`config.mk`:
```
export PLATFORM = sky130hd
export DESIGN_NAME = fc_trig_rx
export DESIGN_NICKNAME = d
export VERILOG_FILES = /design/src/rtl/fc_trig_rx.sv
export SDC_FILE = /design/constraint.sdc
export NUM_CORES = 1
export LEC_CHECK = 0
export BUFFER_PORTS_ARGS = -buffer_cell sky130_fd_sc_hd__buf_2
export CAP_MARGIN = 20
export CORE_ASPECT_RATIO = 1.2
export CORE_MARGIN = 5
export CORE_UTILIZATION = 39
export CTS_BUF_LIST = sky130_fd_sc_hd__clkbuf_16
export CTS_CLUSTER_SIZE = 24
export DETAILED_ROUTE_END_ITERATION = 10
export GPL_ROUTABILITY_DRIVEN = 0
export GPL_TIMING_DRIVEN = 1
export PLACE_DENSITY = 0.7
export SETUP_SLACK_MARGIN = 0.4
export SLEW_MARGIN = 20
export SYNTH_ARGS = -nofsm -noshare
export SYNTH_HDL_FRONTEND = slang
export SYNTH_SLANG_ARGS = --single-unit
```
`constraint.sdc`:
```
create_clock -name clk -period 3.9 [get_ports clk]
set_input_delay 0.78 -clock clk [delete_from_list [all_inputs] [get_ports clk]]
set_output_delay 0.78 -clock clk [all_outputs]
set_load 0.02 [all_outputs]
```
`src/rtl/fc_trig_rx.sv`:
```
module fc_trig_rx #(
  parameter int NUM_W     = 32,
  parameter int TS_W      = 16,
  parameter int PULSE_LEN = 8,
  parameter int CHK_LOG2  = 8,
  parameter int OCC_W     = 10
) (
  input  logic             clk,
  input  logic             rst_n,
  input  logic             l1_in,
  input  logic             chk_in,
  input  logic [OCC_W-1:0] occ_in,
  input  logic [OCC_W-1:0] hi_mark,
  input  logic [OCC_W-1:0] lo_mark,
  output logic             trig_evt,
  output logic [NUM_W-1:0] trig_num,
  output logic [TS_W-1:0]  trig_ts,
  output logic             sync_err,
  output logic             malformed_err,
  output logic             full_out
);
  localparam int LEN_W = $clog2(PULSE_LEN + 2);

  logic             l1_q, chk_q, owe;
  logic [LEN_W-1:0] len_cnt;
  logic [TS_W-1:0]  ts_cnt;

  wire             l1_rise   = l1_in & ~l1_q;
  wire             l1_fall   = ~l1_in & l1_q;
  wire             chk_rise  = chk_in & ~chk_q;
  wire [NUM_W-1:0] num_nxt   = trig_num + NUM_W'(l1_rise);
  wire             at_bound  = l1_rise && (num_nxt[CHK_LOG2-1:0] == '0);
  wire             too_long  = l1_in & l1_q & (len_cnt == LEN_W'(PULSE_LEN));
  wire             too_short = l1_fall & (len_cnt < LEN_W'(PULSE_LEN));
  wire             chk_bad   = chk_rise & ~(owe | at_bound);
  wire             chk_miss  = l1_rise & owe & ~chk_rise;

  always_ff @(posedge clk) begin
    if (!rst_n) begin
      l1_q          <= 1'b0;
      chk_q         <= 1'b0;
      owe           <= 1'b0;
      len_cnt       <= '0;
      ts_cnt        <= '0;
      trig_evt      <= 1'b0;
      trig_num      <= '0;
      trig_ts       <= '0;
      sync_err      <= 1'b0;
      malformed_err <= 1'b0;
      full_out      <= 1'b0;
    end else begin
      l1_q     <= l1_in;
      chk_q    <= chk_in;
      ts_cnt   <= ts_cnt + 1'b1;
      trig_evt <= l1_rise;
      if (l1_rise) begin
        trig_num <= num_nxt;
        trig_ts  <= ts_cnt;
        len_cnt  <= LEN_W'(1);
      end else if (l1_in && len_cnt != '1) begin
        len_cnt <= len_cnt + 1'b1;
      end
      owe <= chk_rise ? 1'b0 : (owe | at_bound);
      if (chk_bad | chk_miss) sync_err <= 1'b1;
      if (too_long | too_short) malformed_err <= 1'b1;
      if (occ_in >= hi_mark)     full_out <= 1'b1;
      else if (occ_in < lo_mark) full_out <= 1'b0;
    end
  end

  a_r2_single_strobe: assert property (@(posedge clk) disable iff (!rst_n)
    trig_evt |=> !trig_evt);
  a_r2_num_holds: assert property (@(posedge clk) disable iff (!rst_n)
    !trig_evt |-> $stable(trig_num));
  a_r2_evt_follows_l1: assert property (@(posedge clk) disable iff (!rst_n)
    trig_evt |-> $past(l1_in));
  a_r10_sync_sticky: assert property (@(posedge clk) disable iff (!rst_n)
    $past(sync_err) |-> sync_err);
  a_r10_malformed_sticky: assert property (@(posedge clk) disable iff (!rst_n)
    $past(malformed_err) |-> malformed_err);
  a_r8_full_rise: assert property (@(posedge clk) disable iff (!rst_n)
    $rose(full_out) |-> $past(occ_in >= hi_mark));
  a_r9_full_fall: assert property (@(posedge clk) disable iff (!rst_n)
    $fell(full_out) |-> $past(occ_in < lo_mark));
endmodule

```
==> results of run 1 <==
## power breakdown
group | internal (W) | total (W) | switching [W]
clock network | 0.000416 | 0.000713 | 0.000297
registers | 0.000779 | 0.000788 | 0.00000979
logic | 0.0000527 | 0.000126 | 0.0000729
total | 0.00125 | 0.00163 | 0.000380
## per-layer routing
metal / GRT usage, % / wire [um] / vias to the layer above / part of all wire, %
li1: - / - / 1668 / -
met1: 18.0 / 3740 / 1521 / 43
met2: 26.2 / 4100 / 86 / 47
met3: 5.10 / 631 / 16 / 7.3
met4: 7.00 / 198 / 0 / 2.3
met5: 0 / 0 / - / 0
## placed cells by master, fill, tap and decap left out, drive strengths merged, types with 2 or more instances in the layout
| master | n |
|---|---|
| a21oi | 32 |
| a21boi | 5 |
| or3 | 13 |
| nand2b | 6 |
| inv | 31 |
| buf | 88 |
| a211oi | 2 |
| nor2b | 2 |
| nor2 | 34 |
| clkbuf | 9 |
| nand4 | 12 |
| or4 | 2 |
| xor2 | 12 |
| ha | 24 |
| nor3 | 9 |
| nor4 | 8 |
| and4 | 4 |
| o21ai | 17 |
| nand2 | 61 |
| a21o | 3 |
| clkinv | 4 |
| dfxtp | 75 |
| and2 | 11 |
| nand3 | 19 |
| and3 | 3 |
| xnor2 | 25 |
## logic make-up after synthesis
group	Yosys count	synth area share, %
DFF	75	39.8
AOI/OAI and AO/OA	70	10.9
xor gates and xnor gates	37	8.60
muxes	1	0.266
buffers and inverters	48	5.64
adders and majority gates	24	7.97
and+or+nand+nor	187	26.8
## critical path: cells and delay by family
kind | cells | cell delay [ps]
AND/OR/NAND/NOR | 6 | 1240
buffers and inverters | 2 | 260
XOR/XNOR | 1 | 160
adder cells (fa/ha/maj) | 1 | 260
## final timing paths
kind,slack (ps),endpoint,start
setup / recovery,1380,trig_num[30],l1_in
hold / removal,450,trig_ts[3],trig_ts[3]
setup reg to reg,1610,trig_num[30],l1_q
hold reg to reg,450,trig_ts[3],trig_ts[3]
## final cells by class
cell class              instances  area [um^2]  area share [%]
repair buffers                 88          448            9.91
inverters                      29          109            2.41
clock inverters                 6         26.3           0.581
multi-input cells             319         2060            45.5
clock buffers                   9          225            4.98
well taps                     123          154            3.41
flip-flops and latches         75         1500            33.2
## per-stage QoR
stage	cell area [um^2]	worst slack (ps)	utilization, %
floorplan	3770	947	-
global placement	4270	1110	45.1
detailed placement	4270	1030	45.1
CTS	4520	1380	47.7
global route	4520	1170	47.7
finish	4520	1380	47.7
## registers in the layout, indices dropped and copies added (netlist names)
register and cells:
trig_evt 1, chk_q 1, owe 1, trig_num 32, sync_err 1, len_cnt 4, l1_q 1, trig_ts 16
full_out 1, malformed_err 1, ts_cnt 16
==> impl.org, run 1 <==
** STA
- Final hold analysis gives a worst-case slack of 448 ps.
- Post-Route Setup TNS :: 0 ps
- Setup violations remaining at the end of the flow were counted as 0.
- Setup repair after global routing missed its margin :: no
- Counting I/O delays and the setup requirement, the final critical path takes 2520 ps.
- The worst pin sits at a relative slew slack of 42.7%.
- Part of the cycle the worst path needs :: 64.6%
- Measured slew at the worst slew-check pin :: 859 ps
- Fmax achieved :: 0.397 GHz
- Clock skew after layout :: 4.59 ps
- Max Transition Viols Final :: 0
- Count of endpoints failing hold in the final timing report :: 0

** Final layout
- Share of post-route cells with drive strength above 1 :: 21.3%
- Ant diodes :: 0
- The filler cells instantiated in the layout total 935.
- Leaving out filler cells and counting taps, the final layout contains 649.
- Net count of the finished layout :: 580
- Area Growth Syn to Fin :: 19.9%

** CTS
- Hold buffer count at CTS :: 0
- Number of buffers inserted by post-CTS setup repair :: 0
- The number of gates resized after CTS was 0.
- Number of levels the H-tree was split into :: 3
- TritonCTS created 9 clock buffers.
- The tree is rooted in a sky130_fd_sc_hd__clkbuf_16.
- Clock latency at the later pin of the worst-skew pair :: 330 ps
- In this run the deepest clock path goes through 2 buffers.
- After clock tree synthesis, the clock-pin slew on the worst setup and hold paths is 50 ps.
- CTS saw 75 sinks.
- TritonCTS built the clock tree.

** Routing
- Dividing the detail-routed wire length by the instance count gives 13.4 um.
- Detailed-route DRC error count :: 0
- After detailed routing, the number of vias per cell comes to 5.07.
- Across all layers, the routed design uses 3291 vias.
- DRT iter0 DRCs :: 178
- For this block, the routed nets add up to 8680 um of wire.
- The pre-antenna-repair detailed-routing pass consisted of 4 iterations.
- Number of nets with antenna violations after routing :: 0

** Power
- Power per Cell Area :: 360 nW/um^2
- IR analysis of the VDD net gives a maximum drop of 0.000177 V.
- Overall Power :: 0.00163 W
- In this run the static leakage power is 1.96 nW.

** Critical path
- Critical path endpoint category :: flop
- For the worst flop-to-flop path, the logic depth is 9.
- Walking the worst path, the cells encountered are buf_2, nand2b_1, inv_1, and2_1, ha_1, nand3b_4, or3_4, nor4_2, xnor2_1, nor2_1.
- Largest stage delay on the critical path :: 500 ps
- The slowest stage of the critical path belongs to the cell sky130_fd_sc_hd__or3_4.
- Data required, critical path :: 4080 ps
- Of all nets on the critical path, the largest fanout is 14.
- STA classifies the critical path startpoint as a primary input.
- Crit path DAT :: 2700 ps
- The critical path in this run is classified as primary input to flop.

** Global route
- The via count of the first global-routing pass was 3303.
- The initial antenna violation count came to 0.
- Maximum number of pins on one net before global-route repair :: 32
- The first global-routing pass estimated 15100 um of wire.
- Summed over all layers, the global routing overflow is 0.
- Global routing used 15.7% of the available tracks.

** Synth
- Counting flops and latches in the post-synthesis netlist gives 75.
- Share of the synthesized area in the top cell type :: 39.8%
- Dominant cell by count in the synthesized netlist :: sky130_fd_sc_hd__dfxtp_1
- Yosys mapped a number of flops with a built-in enable equal to 0.
- For this run, the register share of the synthesized area comes to 39.8%.
- Cell area after synthesis :: 3770 um^2
- Mean post-synth cell area :: 8.53 um^2
- Yosys top cell by area :: sky130_fd_sc_hd__dfxtp_1
- Ranking of synthesized cells by instance count :: sky130_fd_sc_hd__dfxtp_1, sky130_fd_sc_hd__nand2_1, sky130_fd_sc_hd__nor2_1
- Proportion of synthesized flip-flops having asynchronous set or reset :: 0%
- After synthesis, the cell types taking the most area are sky130_fd_sc_hd__dfxtp_1, sky130_fd_sc_hd__ha_1, sky130_fd_sc_hd__nand2_1.
- Count of unique library cells instantiated by Yosys :: 49
- Counting every net in the synthesized netlist gives 500.
- The Yosys step of the flow raised 0 warnings.
- Prevailing post-synth register cell :: sky130_fd_sc_hd__dfxtp_1
- Synthesis produced 442 cells.

** Run status
- Status :: finished, final reports clean

** Die
- The floorplan has 39 rows.
- Die footprint :: 11700 um^2
- The die is 118 um tall.
- For this configuration, the core starts out at a cell density of 39.8%.
- Die outline width :: 99.8 um
- The total area inside the core boundary comes to 9470 um^2.
- Top-level port count :: 86

** Min path
- Worst hold path type :: flop to flop
- Cell depth of the worst min-delay path :: 2

** Placement
- Final HPWL from detailed placement :: 6440 um
- The count of buffers added on input and output ports is 85.
- Total placed cells including tap cells :: 634

** Job
- Maximum capacitance violations :: 0
Note: power is estimated with default switching activity, not from simulation.
==> run 2: changes to the inputs <==
--- a/config.mk
+++ b/config.mk
@@ -5,6 +5,7 @@
 export SDC_FILE = /design/constraint.sdc
 export NUM_CORES = 1
 export LEC_CHECK = 0
+export ABC_AREA = 1
 export BUFFER_PORTS_ARGS = -buffer_cell sky130_fd_sc_hd__buf_2
 export CAP_MARGIN = 20
 export CORE_ASPECT_RATIO = 1.2
==> constraint.sdc (replaced) <==
create_clock -name clk -period 2.32 [get_ports clk]
set_input_delay 0.464 -clock clk [delete_from_list [all_inputs] [get_ports clk]]
set_output_delay 0.464 -clock clk [all_outputs]
set_load 0.02 [all_outputs]
==> impl.org, run 2 <==
** Synth
- Post-synthesis xor/xnor area fraction :: 2.00% (was 8.60%)
- The share of synthesized flip-flops with an asynchronous set or reset was 0% (unchanged).
- The most used standard cell by instance count after synthesis is sky130_fd_sc_hd__nand2_1 (was sky130_fd_sc_hd__dfxtp_1).
- The primary flip-flop cell chosen by synthesis mapping is sky130_fd_sc_hd__dfxtp_1 (unchanged).
- Cell area after synthesis :: 3940 um^2 (was 3770 um^2)
- The register area share after synthesis was 38.1% (was 39.8%).
- Post-synthesis mux area share :: 0% (was 0.266%)
- Leading post-synthesis cells by cell area :: sky130_fd_sc_hd__dfxtp_1, sky130_fd_sc_hd__nand2_1, sky130_fd_sc_hd__ha_1 (was sky130_fd_sc_hd__dfxtp_1, sky130_fd_sc_hd__ha_1, sky130_fd_sc_hd__nand2_1)
- Share of the synthesized area in the top cell type :: 38.1% (was 39.8%)
- The number of nets produced by synthesis is 608 (was 500).
- Post-synthesis compound-gate area fraction :: 12.8% (was 10.9%)
- The area share of and/or/nand/nor cells after synthesis is 30.1% (was 26.8%).
- Mean post-synth cell area :: 7.17 um^2 (was 8.53 um^2)
- Post-synthesis share of cell area spent on full adders, half adders and majority gates :: 7.61% (was 7.97%)
- Ranking of synthesized cells by instance count :: sky130_fd_sc_hd__nand2_1, sky130_fd_sc_hd__inv_1, sky130_fd_sc_hd__dfxtp_1 (was sky130_fd_sc_hd__dfxtp_1, sky130_fd_sc_hd__nand2_1, sky130_fd_sc_hd__nor2_1)
- The main combinational cell family by area after synthesis is simple AND/OR/NAND/NOR gates (unchanged).
- Number of enable-type register cells in the synthesized netlist :: 0 (unchanged)
- The flop and latch count out of synthesis is 75 (unchanged).
- Warnings from Yosys :: 0 (unchanged)
- The number of different library cells in the post-synthesis netlist was 36 (was 49).
- Number of instances in the synthesized netlist :: 550 (was 442)
- Yosys top cell by area :: sky130_fd_sc_hd__dfxtp_1 (unchanged)

** Global route
- The global-route wire length before repair came to 16200 um (was 15100 um).
- The via count of the first global-routing pass was 3541 (was 3303).
- The routing usage on met2 is 27.8% (was 26.2%).
- The met3 capacity usage during global routing came to 3.43% (was 5.10%).
- Antenna violations before repair :: 0 (unchanged)
- GRT Resource Usage Total :: 16.3% (was 15.7%)
- The global-route track usage on met1 was 20.2% (was 18.0%).
- The overall overflow remaining after global route came to 0 (unchanged).
- Routing layer with the top usage in global route :: met2 (unchanged)
- Maximum number of pins on one net before global-route repair :: 29 (was 32)

** Critical path
- The slowest library cell on the worst path is sky130_fd_sc_hd__dfxtp_4 (was sky130_fd_sc_hd__or3_4).
- Class of the most critical setup path :: flop to flop (was primary input to flop)
- Series of cell instances along the critical path :: inv_2, nand3_2, inv_2, ha_4, nand3_4, nor2_4, nand3_4, nor2_4, nand4_2, xor2_1, nor2_1 (was buf_2, nand2b_1, inv_1, and2_1, ha_1, nand3b_4, or3_4, nor4_2, xnor2_1, nor2_1)
- Data required, critical path :: 2530 ps (was 4080 ps)
- Largest delay share family, worst path :: simple AND/OR/NAND/NOR gates (unchanged)
- The kind of capture point of the worst setup path was a flop (unchanged).
- The count of buffering cells on the critical path with inverters included is 2 (unchanged).
- The kind of start point of the critical path is a flop (was primary input).
- Crit path DAT :: 2040 ps (was 2700 ps)
- Largest stage delay on the critical path :: 370 ps (was 500 ps)
- Crit path max fanout :: 4 (was 14)

** STA
- Clock skew after layout :: 6.24 ps (was 4.59 ps)
- Measured slew at the worst slew-check pin :: 468 ps (was 859 ps)
- Fmax achieved :: 0.547 GHz
- Relative slew slack :: 68.5% (was 42.7%)
- The final number of hold-violating endpoints came to 0 (unchanged).
- The worst path needs 1830 ps of the cycle, external delays included.
- Dividing the final minimum period by the clock period gives 78.8%.
- The final number of max-transition violations is 0 (unchanged).
- The final hold slack is 370 ps (was 448 ps).
- The final-report setup violation count is 0 (unchanged).
- Setup repair after global routing missed its margin :: no (unchanged)
- Post-Route Setup TNS :: 0 ps (unchanged)

** CTS
- The clock tree from TritonCTS was built (unchanged).
- The maximum buffer depth of the clock tree came to 2 (unchanged).
- The number of levels the H-tree was split into is 3 (unchanged).
- Worst-path clk slew :: 60 ps (was 50 ps)
- Number of clock sinks :: 75 (unchanged)
- Clock latency at the later pin of the worst-skew pair :: 330 ps (about the same)
- Number of buffers created by CTS :: 9 (unchanged)
- The number of buffers inserted for hold repair after clock tree synthesis is 0 (unchanged).
- Clk Tree Root Cell :: sky130_fd_sc_hd__clkbuf_16 (unchanged)

** Die
- The overall die width is 102 um (was 99.8 um).
- Initial Utilization :: 39.6% (was 39.8%)
- Die Ht :: 120 um (was 118 um)
- The die area is 12200 um^2 (was 11700 um^2).
- Area of the core region :: 9960 um^2 (was 9470 um^2)
- Top-level port count :: 86 (unchanged)
- The standard-cell row count was 40 (was 39).

** Placement
- Final HPWL from detailed placement :: 7780 um (was 6440 um)
- Port Buffers :: 85 (unchanged)

** Power
- Static Leakage :: 2.11 nW (was 1.96 nW)
- Power per Cell Area :: 607 nW/um^2 (was 360 nW/um^2)
- The total power of the final layout is 0.00295 W (was 0.00163 W).
- Worst vdd ir :: 0.000464 V (was 0.000177 V)

** Final layout
- Leading cell types in the layout, fill and taps excluded: sky130_fd_sc_hd__nand2_1, sky130_fd_sc_hd__buf_2, sky130_fd_sc_hd__inv_1 (was sky130_fd_sc_hd__buf_2, sky130_fd_sc_hd__dfxtp_1, sky130_fd_sc_hd__nand2_1).
- Ant diodes :: 0 (unchanged)
- Share of post-route cells with drive strength above 1 :: 21.6% (was 21.3%)
- Filler cell count :: 954 (was 935)
- Biggest register :: trig_num (unchanged)
- Top flop regs :: trig_num: 32 flops, trig_ts: 16 flops, ts_cnt: 16 flops (unchanged)
- The total number of nets in the final design was 701 (was 580).
- The leading cell type in the layout, fill and taps excluded is sky130_fd_sc_hd__nand2_1 (was sky130_fd_sc_hd__buf_2).
- Area Growth Syn to Fin :: 23.4% (was 19.9%)
- The number of flip-flops under the largest register name is 32 (unchanged).

** Min path
- Worst hold path type :: primary input to flop (was flop to flop)

** Routing
- First drt pass iteration count :: 5 (was 4)
- The average wire per standard cell is 12.9 um (was 13.4 um).
- The number of vias per cell is 4.92 (was 5.07).
- The remaining routing DRC violations came to 0 (unchanged).
- The first-iteration detailed-routing DRC count is 211 (was 178).
- The wire length after detailed routing came to 9950 um (was 8680 um).
- Total number of vias :: 3806 (was 3291)
- The count of nets left with antenna violations after detail routing was 0 (unchanged).

** Job
- The max-cap violation count is 0 (unchanged).

** Run status
- Status: finished, final reports clean (unchanged).
## run 2: changes by cell type in the layout (fill, tap and decap cells not counted), moves of 6 or more
cell | before | now
sky130_fd_sc_hd__a21oi_1 | 32 | 41
sky130_fd_sc_hd__and2_1 | 11 | 0
sky130_fd_sc_hd__nand2b_1 | 6 | 0
sky130_fd_sc_hd__nor2_4 | 0 | 7
sky130_fd_sc_hd__nor2_1 | 34 | 60
sky130_fd_sc_hd__inv_1 | 31 | 79
sky130_fd_sc_hd__xnor2_1 | 25 | 2
sky130_fd_sc_hd__or3_1 | 12 | 0
sky130_fd_sc_hd__o21ai_0 | 17 | 35
sky130_fd_sc_hd__nor2_2 | 0 | 7
sky130_fd_sc_hd__nand2_1 | 61 | 123
## run 2: worst register-to-register path, stage by stage (launching register included)
cell and delay (ps):
sky130_fd_sc_hd__dfxtp_4 370, sky130_fd_sc_hd__inv_2 80, sky130_fd_sc_hd__nand3_2 100, sky130_fd_sc_hd__inv_2 90, sky130_fd_sc_hd__ha_4 150, sky130_fd_sc_hd__nand3_4 100, sky130_fd_sc_hd__nor2_4 220, sky130_fd_sc_hd__nand3_4 110
sky130_fd_sc_hd__nor2_4 160, sky130_fd_sc_hd__nand4_2 100, sky130_fd_sc_hd__xor2_1 170, sky130_fd_sc_hd__nor2_1 50
## run 2: routing by layer
| metal | up-vias | routed length [um] |
|---|---|---|
| met5 | - | 0 |
| met4 | 0 | 140 |
| met3 | 15 | 608 |
| met2 | 123 | 4860 |
| met1 | 1700 | 4340 |
| li1 | 1968 | - |
## run 2: final cells by class
| class | count | area [um^2] | area share, % |
|---|---|---|---|
| Tap cell | 126 | 158 | 3.24 |
| Clock inverter | 7 | 76.3 | 1.57 |
| Clock buffer | 9 | 225 | 4.63 |
| Sequential cell | 75 | 1510 | 31.0 |
| Inverter | 82 | 308 | 6.32 |
| Multi-Input combinational cell | 383 | 2120 | 43.5 |
| Timing Repair Buffer | 92 | 478 | 9.82 |
## run 2: path summary, 6_finish.rpt
kind	slack, ps	endpoint	start	cells past startpoint
setup / recovery	490	trig_num[20]	l1_q	11
hold reg to reg	460	trig_ts[4]	trig_ts[4]	2
hold / removal	370	chk_q	chk_in	3
setup reg to reg	490	trig_num[20]	l1_q	11
## run 2: where the power goes
part	switching [W]	internal [W]
logic	0.000137	0.0000900
registers	0.0000152	0.00131
clock network	0.000566	0.000840
## run 2: what timing repair did
item                       in CTS  in global routing
resized for setup               0                 11
setup buffers                   0                  3
setup endpoints to repair       0                 12
## run 2: cells by family (layout without fill, tap and decap cells)
family / Yosys count / after routing
buffers and inverters: 92 / 190
and+or+nand+nor: 257 / 257
xor gates and xnor gates: 9 / 9
adders and majority gates: 24 / 24
DFF: 75 / 75
AOI/OAI and AO/OA: 93 / 93
## run 2: stage by stage
step,std cells,instance area (um^2),utilization [%],setup slack (ps)
after floorplan,550,3940,-,440
after global placement,755,4500,45.2,321
after detailed placement,755,4500,45.2,244
after CTS,771,4800,48.2,404
after global routing,774,4870,48.9,370
final,774,4870,48.9,493
==> run 3: changes to the inputs <==
==> constraint.sdc (replaced) <==
create_clock -name clk -period 1.75 [get_ports clk]
set_input_delay 0.35 -clock clk [delete_from_list [all_inputs] [get_ports clk]]
set_output_delay 0.35 -clock clk [all_outputs]
set_load 0.02 [all_outputs]
==> impl.org, run 3 (same netlist as run 2, synthesis figures left out) <==
** STA
- The post-route clock period utilization is 96.9% (was 78.8%).
- Setup repair after global routing missed its margin: yes (was no).
- The final-report setup violation count is 0 (unchanged).
- Worst hold margin :: 249 ps (was 370 ps)
- The post-layout minimum cycle time was 1700 ps (was 1830 ps).
- Max Transition Viols Final :: 0 (unchanged)
- Measured slew at the worst slew-check pin :: 490 ps (was 468 ps)
- Clock skew after layout :: 7.48 ps (was 6.24 ps)
- The sum of negative setup slack was 0 ps (unchanged).
- The achievable frequency came to 0.590 GHz (was 0.547 GHz).
- The final number of hold-violating endpoints came to 0 (unchanged).
- Relative slew slack :: 67.3% (was 68.5%)

** Global route
- The global router's overall resource usage came to 18.3% (was 16.3%).
- GR Util met3 :: 3.78% (was 3.43%)
- Final global-route overflow total :: 0 (unchanged)
- Maximum number of pins on one net before global-route repair :: 29 (unchanged)
- The global-route track usage on met1 came to 20.6% (was 20.2%).
- The routing usage on met2 was 33.2% (was 27.8%).
- The via count of the first global-routing pass was 4007 (was 3541).
- Global-route wire length before repair :: 18000 um (was 16200 um)
- The initial antenna violation count was 0 (unchanged).
- The global routing's busiest layer is met2 (unchanged).

** Routing
- DRT iter0 DRCs :: 224 (was 211)
- The number of vias per cell is 5.14 (was 4.92).
- The detailed-router iteration count before antenna repair is 5 (unchanged).
- Average routed wire per standard cell :: 14.6 um (was 12.9 um)
- Detailed-route DRC error count :: 0 (unchanged)
- The via count came to 4240 (was 3806).
- Number of nets with antenna violations after routing :: 0 (unchanged)
- Routed wire length :: 12000 um (was 9950 um)

** CTS
- The insertion delay to the later sink of the worst-skew pair is 340 ps (was 330 ps).
- The clock tree from TritonCTS is built (unchanged).
- Clk Tree Root Cell :: sky130_fd_sc_hd__clkbuf_16 (unchanged)
- The maximum buffer depth of the clock tree came to 2 (unchanged).
- Worst-path clk slew :: 60 ps (about the same)
- Number of buffers created by CTS :: 9 (unchanged)
- The total clock sinks is 75 (unchanged).
- The number of levels the H-tree was split into is 3 (unchanged).

** Die
- The number of ports placed on the die boundary came to 86 (unchanged).
- The overall die width was 102 um (unchanged).
- Area of the core region :: 9960 um^2 (unchanged)
- Row cnt :: 40 (unchanged)
- Initial Utilization :: 39.6% (unchanged)
- The die area is 12200 um^2 (unchanged).
- Die Ht :: 120 um (unchanged)

** Power
- The maximum vdd drop was 0.000620 V (was 0.000464 V).
- The total power of the final layout was 0.00420 W (was 0.00295 W).
- The static power due to leakage was 2.62 nW (was 2.11 nW).
- The power density over the cells is 707 nW/um^2 (was 607 nW/um^2).

** Critical path
- Type of origin of the critical path :: flop (unchanged)
- Buf+Inv Stages, Crit Path :: 3 (was 2)
- Class of the most critical setup path :: flop to flop (unchanged)
- Crit path DAT :: 1910 ps (was 2040 ps)
- Largest delay share family, worst path :: simple AND/OR/NAND/NOR gates (unchanged)
- The longest individual stage delay on the worst path was 360 ps (was 370 ps).
- The origin of the critical flop-to-flop path is l1_q (unchanged).
- The kind of capture point of the worst setup path was a flop (unchanged).
- Master of the slowest instance on the critical path :: sky130_fd_sc_hd__dfxtp_4 (unchanged)
- Series of cell instances along the critical path :: inv_4, nand3_4, inv_2, ha_4, nand3_4, buf_4, o21ai_1, nand2_1, nor2_1, nand3_2, nand3_2, a21oi_2 (was inv_2, nand3_2, inv_2, ha_4, nand3_4, nor2_4, nand3_4, nor2_4, nand4_2, xor2_1, nor2_1)
- The largest fanout of any net on the critical path is 3 (was 4).
- Data required, critical path :: 1960 ps (was 2530 ps)
- The startpoint of the most critical setup path was l1_q (unchanged).

** Final layout
- Flip-flop count of the largest register, all copies and words added :: 32 (unchanged)
- The number of inserted filler cells in the final layout is 836 (was 954).
- Top flop regs :: trig_num: 32 flops, trig_ts: 16 flops, ts_cnt: 16 flops (unchanged)
- The register with the most flip-flops is trig_num (unchanged).
- The fraction of final layout cells sized beyond drive strength 1 was 42.8% (was 21.6%).
- Leading cell types in the layout, fill and taps excluded :: sky130_fd_sc_hd__nand2_1, sky130_fd_sc_hd__buf_2, sky130_fd_sc_hd__inv_1 (unchanged)
- Net count of the finished layout :: 752 (was 701)
- The number of inserted diodes is 0 (unchanged).
- The leading cell type in the layout, fill and taps excluded is sky130_fd_sc_hd__nand2_1 (unchanged).
- The synthesis-to-finish area growth was 50.5% (was 23.4%).
- The area of all placed cells without fillers was 5940 um^2 (was 4870 um^2).

** Placement
- Final HPWL from detailed placement :: 7990 um (was 7780 um)
- The placed standard-cell area came to 4740 um^2 (was 4500 um^2).
- Port Buffers :: 85 (unchanged)

** Min path
- Hold path start :: chk_in (unchanged)
- Worst hold path type :: primary input to flop (unchanged)

** Run status
- Status: finished, final reports clean (unchanged).

** Job
- Maximum capacitance violations :: 0 (unchanged)
==> run 3: tightest hold or removal path, stage by stage <==
cell,delay (ps)
sky130_fd_sc_hd__buf_2,110
sky130_fd_sc_hd__nand2_1,50
sky130_fd_sc_hd__inv_1,50
==> run 3: repair_timing <==
action / CTS / global route
hold endpoints to repair: 0 / 0
hold buffers: 0 / 0
buffers inserted: 19 / 19
endpoints found under the setup margin: 55 / 59
gates resized for setup: 60 / 118
cloned: 0 / 1
pin swaps: 25 / 41
==> run 3: where the power goes <==
part	switching, W	leakage, nW	total [W]	internal, W
registers	0.0000268	0.620	0.00175	0.00173
logic	0.000233	1.84	0.000431	0.000199
clock network	0.000754	0.160	0.00201	0.00126
total	0.00101	2.62	0.00420	0.00319
==> run 3: layout make-up <==
type	instances	area [um^2]	area share, %
Clock buffer	9	225	3.79
Clock inverter	7	100	1.69
Inverter	82	320	5.40
Multi-Input combinational cell	383	2600	43.8
Sequential cell	75	1550	26.1
Tap cell	126	158	2.66
Timing Repair Buffer	143	981	16.5
==> run 3: metrics by stage <==
stage               util, %  cells  worst slack (ps)
global route           59.6    825             -25.9
CTS                    54.4    805              96.4
detailed placement     47.6    770             -63.1
global placement       47.6    770             -14.0
finish                 59.6    825              54.3
floorplan                 -    550              26.7
==> run 3: layer usage <==
layer  vias up  part of all wire, %
met5         -                    0
met4         0                  2.7
met3        29                  5.2
met2       135                   53
met1      1998                   39
li1       2078                    -
==> run 3: path summary, 6_finish.rpt <==
| kind | to | depth (start not counted) | slack [ps] |
|---|---|---|---|
| worst max-delay path | sync_err | 12 | 50 |
| worst min register to register | trig_ts[7] | 2 | 460 |
| worst min-delay path | chk_q | 3 | 250 |
| worst max register to register | sync_err | 12 | 50 |
